$ cat src/rtl/stair_pkg.sv
package stair_pkg;

  // Strobes from the rotation control to the gate datapath.
  typedef struct packed {
    logic load;     // tick seen this clock: capture inputs, restart phase
    logic advance;  // assignment moves on by one submodule
    logic running;  // at least one tick since reset
  } ctrlStrobe_t;

endpackage

$ cat src/rtl/rot_ctrl.sv
module rot_ctrl
  import stair_pkg::*;
#(
  parameter int NUM_SM = 4,
  parameter int PTR_W  = (NUM_SM > 1) ? $clog2(NUM_SM) : 1
) (
  input  logic             clk,
  input  logic             rst,
  input  logic             cycleTick,
  output ctrlStrobe_t      strobe,
  output logic [PTR_W-1:0] rotPtr
);

  localparam logic [PTR_W-1:0] LAST_PTR = PTR_W'(NUM_SM - 1);

  logic running;

  always_comb begin
    strobe.load    = cycleTick;
    strobe.advance = cycleTick & running;
    strobe.running = running;
  end

  always_ff @(posedge clk) begin
    if (rst) begin
      running <= 1'b0;
      rotPtr  <= '0;
    end else if (cycleTick) begin
      running <= 1'b1;
      if (running) begin
        rotPtr <= (rotPtr == LAST_PTR) ? '0 : rotPtr + 1'b1;
      end
    end
  end

  // the first tick after reset leaves the assignment at its origin
  assert_first_tick_R3: assert property (@(posedge clk) disable iff (rst)
    (cycleTick && !running) |=> (rotPtr == '0));

  // the assignment only moves on a tick
  assert_ptr_hold_R6: assert property (@(posedge clk) disable iff (rst)
    !cycleTick |=> $stable(rotPtr));

  // a later tick always changes the assignment
  assert_ptr_moves_R4: assert property (@(posedge clk) disable iff (rst)
    (cycleTick && running) |=> !$stable(rotPtr));

endmodule

$ cat src/rtl/pattern_window.sv
module pattern_window #(
  parameter int PHASE_W = 16
) (
  input  logic [PHASE_W-1:0] phase,
  input  logic [PHASE_W-1:0] angle,
  input  logic [PHASE_W-1:0] halfPeriod,
  output logic               inserted
);

  logic [PHASE_W:0] phaseExt;
  logic [PHASE_W:0] riseAt;
  logic [PHASE_W:0] fallAt;

  always_comb begin
    phaseExt = {1'b0, phase};
    riseAt   = {1'b0, angle};
    fallAt   = riseAt + {1'b0, halfPeriod};
    inserted = (phaseExt >= riseAt) && (phaseExt < fallAt);
  end

endmodule

$ cat src/rtl/stair_datapath.sv
module stair_datapath
  import stair_pkg::*;
#(
  parameter int NUM_SM  = 4,
  parameter int PHASE_W = 16,
  parameter int PTR_W   = (NUM_SM > 1) ? $clog2(NUM_SM) : 1
) (
  input  logic                        clk,
  input  logic                        rst,
  input  ctrlStrobe_t                 strobe,
  input  logic [PTR_W-1:0]            rotPtr,
  input  logic [PHASE_W-1:0]          periodIn,
  input  logic [NUM_SM*PHASE_W-1:0]   angleIn,
  output logic [NUM_SM-1:0]           gateUpper
);

  localparam logic [PTR_W:0] SM_COUNT = (PTR_W+1)'(NUM_SM);

  logic [PHASE_W-1:0] periodReg;
  logic [PHASE_W-1:0] angleReg [NUM_SM];
  logic [PHASE_W-1:0] phase;
  logic [PHASE_W-1:0] halfPeriod;
  logic [PHASE_W-1:0] lastPhase;
  logic [NUM_SM-1:0]  patOn;
  logic [NUM_SM-1:0]  gateNext;

  assign halfPeriod = {1'b0, periodReg[PHASE_W-1:1]};
  assign lastPhase  = periodReg - 1'b1;

  // One window comparator per base pattern
  for (genvar j = 0; j < NUM_SM; j++) begin : g_pat
    pattern_window #(.PHASE_W(PHASE_W)) u_win (
      .phase     (phase),
      .angle     (angleReg[j]),
      .halfPeriod(halfPeriod),
      .inserted  (patOn[j])
    );
  end

  // Submodule i follows base pattern (i + rotPtr) mod NUM_SM
  for (genvar i = 0; i < NUM_SM; i++) begin : g_sel
    localparam logic [PTR_W:0] OFFS = (PTR_W+1)'(i);
    logic [PTR_W:0]   idxSum;
    logic [PTR_W-1:0] idxSel;
    always_comb begin
      idxSum = OFFS + {1'b0, rotPtr};
      if (idxSum >= SM_COUNT) idxSum = idxSum - SM_COUNT;
      idxSel = idxSum[PTR_W-1:0];
    end
    assign gateNext[i] = strobe.running & patOn[idxSel];
  end

  always_ff @(posedge clk) begin
    if (rst) begin
      periodReg <= '0;
      phase     <= '0;
      gateUpper <= '0;
      for (int j = 0; j < NUM_SM; j++) angleReg[j] <= '0;
    end else begin
      gateUpper <= gateNext;
      if (strobe.load) begin
        periodReg <= periodIn;
        phase     <= '0;
        for (int j = 0; j < NUM_SM; j++) angleReg[j] <= angleIn[j*PHASE_W +: PHASE_W];
      end else if (strobe.running && (phase != lastPhase)) begin
        phase <= phase + 1'b1;
      end
    end
  end

  // a tick restarts the phase
  assert_phase_clear_R5: assert property (@(posedge clk) disable iff (rst)
    strobe.load |=> (phase == '0));

  // the phase never runs past the last count of the period
  assert_phase_range_R6: assert property (@(posedge clk) disable iff (rst)
    (periodReg != '0) |-> (phase < periodReg));

  // captured period only changes on a tick
  assert_hold_period_R7: assert property (@(posedge clk) disable iff (rst)
    !strobe.load |=> $stable(periodReg));

  // no insertion before the first tick
  assert_idle_gates_R1: assert property (@(posedge clk) disable iff (rst)
    !strobe.running |=> (gateUpper == '0));

endmodule

$ cat src/rtl/stair_rotate_gen.sv
module stair_rotate_gen
  import stair_pkg::*;
#(
  parameter int NUM_SM  = 4,
  parameter int PHASE_W = 16
) (
  input  logic                      clk,
  input  logic                      rst,
  input  logic                      cycleTick,
  input  logic [PHASE_W-1:0]        periodIn,
  input  logic [NUM_SM*PHASE_W-1:0] angleIn,
  output logic [NUM_SM-1:0]         gateUpper,
  output logic [NUM_SM-1:0]         gateLower
);

  localparam int PTR_W = (NUM_SM > 1) ? $clog2(NUM_SM) : 1;

  ctrlStrobe_t      strobe;
  logic [PTR_W-1:0] rotPtr;

  rot_ctrl #(.NUM_SM(NUM_SM), .PTR_W(PTR_W)) u_ctrl (
    .clk      (clk),
    .rst      (rst),
    .cycleTick(cycleTick),
    .strobe   (strobe),
    .rotPtr   (rotPtr)
  );

  stair_datapath #(.NUM_SM(NUM_SM), .PHASE_W(PHASE_W), .PTR_W(PTR_W)) u_dp (
    .clk      (clk),
    .rst      (rst),
    .strobe   (strobe),
    .rotPtr   (rotPtr),
    .periodIn (periodIn),
    .angleIn  (angleIn),
    .gateUpper(gateUpper)
  );

  // lower arm is the complement of the upper arm
  assign gateLower = ~gateUpper;

endmodule

$ cat config.mk
export PLATFORM = sky130hd
export DESIGN_NAME = stair_rotate_gen
export DESIGN_NICKNAME = d
export VERILOG_FILES = /design/src/rtl/stair_pkg.sv /design/src/rtl/rot_ctrl.sv /design/src/rtl/pattern_window.sv /design/src/rtl/stair_datapath.sv /design/src/rtl/stair_rotate_gen.sv
export SDC_FILE = /design/constraint.sdc
export NUM_CORES = 1
export LEC_CHECK = 0
export BUFFER_PORTS_ARGS = -buffer_cell sky130_fd_sc_hd__buf_2
export CAP_MARGIN = 10
export CELL_PAD_IN_SITES_DETAIL_PLACEMENT = 0
export CELL_PAD_IN_SITES_GLOBAL_PLACEMENT = 1
export CORE_MARGIN = 5
export CORE_UTILIZATION = 45
export CTS_CLUSTER_DIAMETER = 30
export DETAILED_ROUTE_END_ITERATION = 8
export GPL_TIMING_DRIVEN = 0
export PLACE_DENSITY_LB_ADDON = 0.3
export SLEW_MARGIN = 0
export SYNTH_ARGS = -nofsm -noshare
export SYNTH_HDL_FRONTEND = slang
export SYNTH_SLANG_ARGS = --single-unit
$ cat constraint.sdc
create_clock -name clk -period 5.1 [get_ports clk]
set_clock_uncertainty 0.1 [all_clocks]
set_input_delay 0.765 -clock clk [delete_from_list [all_inputs] [get_ports clk]]
set_output_delay 0.765 -clock clk [all_outputs]
set_load 0.1 [all_outputs]
==> metrics.txt <==
worst reg2reg path depth 15; drt initial violations 386; Synth Flop Type edfxtp_1; HP Class reg2reg; RSZ-0062 raised after global routing no; main area contributors after synthesis ha_1 23%, edfxtp_1 19%, dfxtp_1 7.8%, and2_1 4.4%, xor2_1 3.9%; number of antenna violations at the first check in global routing 0; hold buffers post-CTS 0; CTS tree yes; Synth Cell Area 10000 sq um; slowest stage cell, crit path dfxtp_1; Net Sw Frac 32.8%; Post-Syn Nets 1364; I/O pins 91; die area 25300 sq um; gpl congestion 0.885; Rel. slew slack 36.8%; Reg area 2700 sq um; commonest non-fill, non-tap cells in the layout 187 x ha_1, 93 x buf_2, 85 x inv_1, 72 x a21oi_1, 70 x and2_1; first-pass GRT wire length 42.0 mm; worst hold endpoint u_dp.gateUpper[0]; leakage power 5.20 nW; Final HPWL DP 19.7 mm; WS Path Type reg2reg; number of cell rows 54; drt pass-1 iters 4; worst r2r src u_dp.periodReg[6]; maximum clock path buffer count 2; max-cap viol count 0; Final setup violation count 0; Setup Buffers After CTS 0; Cell Int Power 1.56 mW; area of the multi-input gates 6900 sq um; clk_lat worst skew 360 ps; total gr overflow 0; minimum clock period 4660 ps; Die Y 159 microns; total clock sinks 103; Clock power frac 29.0%; CP Max Fanout 10; Hold Path Origin u_ctrl.rotPtr[1]; Final nets 1466; number of synthesized flops with an enable pin 64; ANT cells 0; endpoints failing hold 0; maximum VDD drop 0.142 mV; Seq pwr share 43.8%; asr flop ratio synth 0%; TNS Setup 0 ps; CP dominant cell by count ha_1; layout filler cell count 2123; fin crit share 91.5%; Num CTS Buffers 9; WP data arrival 4850 ps; fmax 214 MHz; vias 8212; commonest non-fill, non-tap cell in the layout ha_1; H-tree depth 3; drt drc 0; overall die width 159 microns; #FFs+latches synth 103; Final Max Slew Viols 0; global router's overall resource usage 20.7%; status finished clean; Critical Path End Type register; Initial Util 45.8%; share of the synthesized area in the top cell type 23.4%; net switching power 0.761 mW; Routed Antenna Nets 0; fraction of layout cells with a size suffix above 1 11.3%; worst hold stages 1; Least-Margin Pin Slew 948 ps; Worst setup SP type register; vias in the first global route 7887; largest net degree at the start of global routing 65; cell accounting for the most synthesized area ha_1; critical path required time 5290 ps; yosys warns 0; Yosys cell types 70; post-cts sizing count 0; total power 2.32 mW; Seq/Total Area, Yosys 27.0%; post-synthesis average cell area 9.17 sq um; core box area 21800 sq um; Via density 5.56; area delta synth->final 11.1%; register clock-pin slew on the reported worst setup and hold paths 80 ps; Buffers on Ports 90; capture point of the worst reg-to-reg path u_dp.gateUpper[0]; Gate power share 27.1%; Post-Syn Instances 1090; CP peak stage delay 840 ps; power per cell area 209 nW/um^2; R2R Setup Slk 440 ps; root buffer cell clkbuf_16; worst-path cell chain ha_1, or2_2, and4_1, a221oi_2, a211oi_1, a21o_1, a21oi_1, xnor2_1, ha_1, a2111oi_0, nor2b_1, a311oi_1, a21boi_1, a22oi_1, mux2i_1; wire per inst 18.1 microns; final wirelength 26.7 mm
## flip-flops by register name, indices dropped and copies added, names as in the netlist
name            cells
u_ctrl.rotPtr       2
u_ctrl.running      1
u_dp.angleReg      64
u_dp.gateUpper      4
u_dp.periodReg     16
u_dp.phase         16
## stage by stage
| step | cell area, sq um | setup WS [ps] | utilization, % | cells | hold slack [ps] |
|---|---|---|---|---|---|
| floorplan | 10000 | 1220 | - | 1090 | 390 |
| global placement | 10800 | 100 | 49.5 | 1460 | 415 |
| detailed placement | 10800 | 82.9 | 49.6 | 1461 | 429 |
| CTS | 11100 | 13.1 | 50.9 | 1477 | 439 |
| global route | 11100 | 23.9 | 50.9 | 1477 | 473 |
| finish | 11100 | 436 | 50.9 | 1477 | 442 |
## worst max-delay path by stage
| stage | from | endpoint | slack [ps] |
|---|---|---|---|
| after global routing | u_dp.periodReg[5] | u_dp.gateUpper[2] | 20 |
| after CTS | u_dp.periodReg[6] | u_dp.gateUpper[1] | 10 |
| after global placement | u_dp.periodReg[6] | u_dp.gateUpper[3] | 100 |
| final | u_dp.periodReg[6] | u_dp.gateUpper[0] | 440 |
| after detailed placement | u_dp.periodReg[6] | u_dp.gateUpper[1] | 80 |
| after floorplan | u_dp.periodReg[1] | u_dp.gateUpper[0] | 1220 |
## layout make-up
type / instances / share of cell area (%)
Multi-Input combinational cell: 882 / 62.1
Sequential cell: 103 / 24.3
Timing Repair Buffer: 91 / 4.30
Tap cell: 280 / 3.15
Inverter: 85 / 2.87
Clock buffer: 10 / 2.06
Buffer: 20 / 0.743
Clock inverter: 6 / 0.383
## critical path: cells and delay by family, from the launching register on
| family | cells | cell delay [ps] |
|---|---|---|
| AOI/OAI and AO/OA | 8 | 1990 |
| xor gates and xnor gates | 1 | 150 |
| adders and majority gates | 2 | 650 |
| DFF | 1 | 840 |
| muxes | 1 | 150 |
| and+or+nand+nor | 3 | 700 |
## power by group through the flow
| stage | Combinational, mW | Sequential, mW | Clock (mW) |
|---|---|---|---|
| CTS | 0.629 | 1.02 | 0.695 |
| floorplan | 0.480 | 0.995 | 0 |
| global route | 0.723 | 1.02 | 0.719 |
| finish | 0.630 | 1.02 | 0.674 |
| global placement | 0.611 | 1.04 | 0 |
| detailed placement | 0.624 | 1.03 | 0 |
## cells by family (layout without fill, tap and decap cells)
logic type | count (synthesis) | count (layout) | synth area share (%)
AO/OA/AOI/OAI | 272 | 272 | 18.6
flip-flops | 103 | 103 | 27.0
AND/OR/NAND/NOR | 315 | 315 | 16.7
multiplexers | 23 | 23 | 2.30
adder cells (fa/ha/maj) | 191 | 191 | 24.2
XOR/XNOR | 81 | 81 | 7.10
buffers and inverters | 105 | 212 | 3.98
## synthesized netlist by cell type (all sizes together) (5+ instances only)
cell type	number
nand2	51
a21oi	72
ha	187
nor4	7
nor3	18
o21bai	8
mux2i	23
buf	5
o21a	14
dfxtp	39
xnor2	37
a211oi	15
o21ai	49
a31oi	11
nand3	26
clkbuf	15
nand2b	14
nor2	68
o31ai	5
edfxtp	64
a211o	6
nand4	13
a2111oi	12
xor2	44
o211ai	10
a21o	29
or4	5
a31o	5
nor2b	13
or2	6
and2	72
or3	6
inv	85
## layer usage
metal / routed length [microns] / GRT usage [%] / vias to the layer above / share of wire (%)
met1: 13200 / 29.2 / 3738 / 49
met5: 0 / 0 / - / 0
met2: 11300 / 32.7 / 202 / 42
met3: 1530 / 3.26 / 41 / 5.7
li1: - / - / 4231 / -
met4: 763 / 6.28 / 0 / 2.9
(Power assumes the default switching activity.)
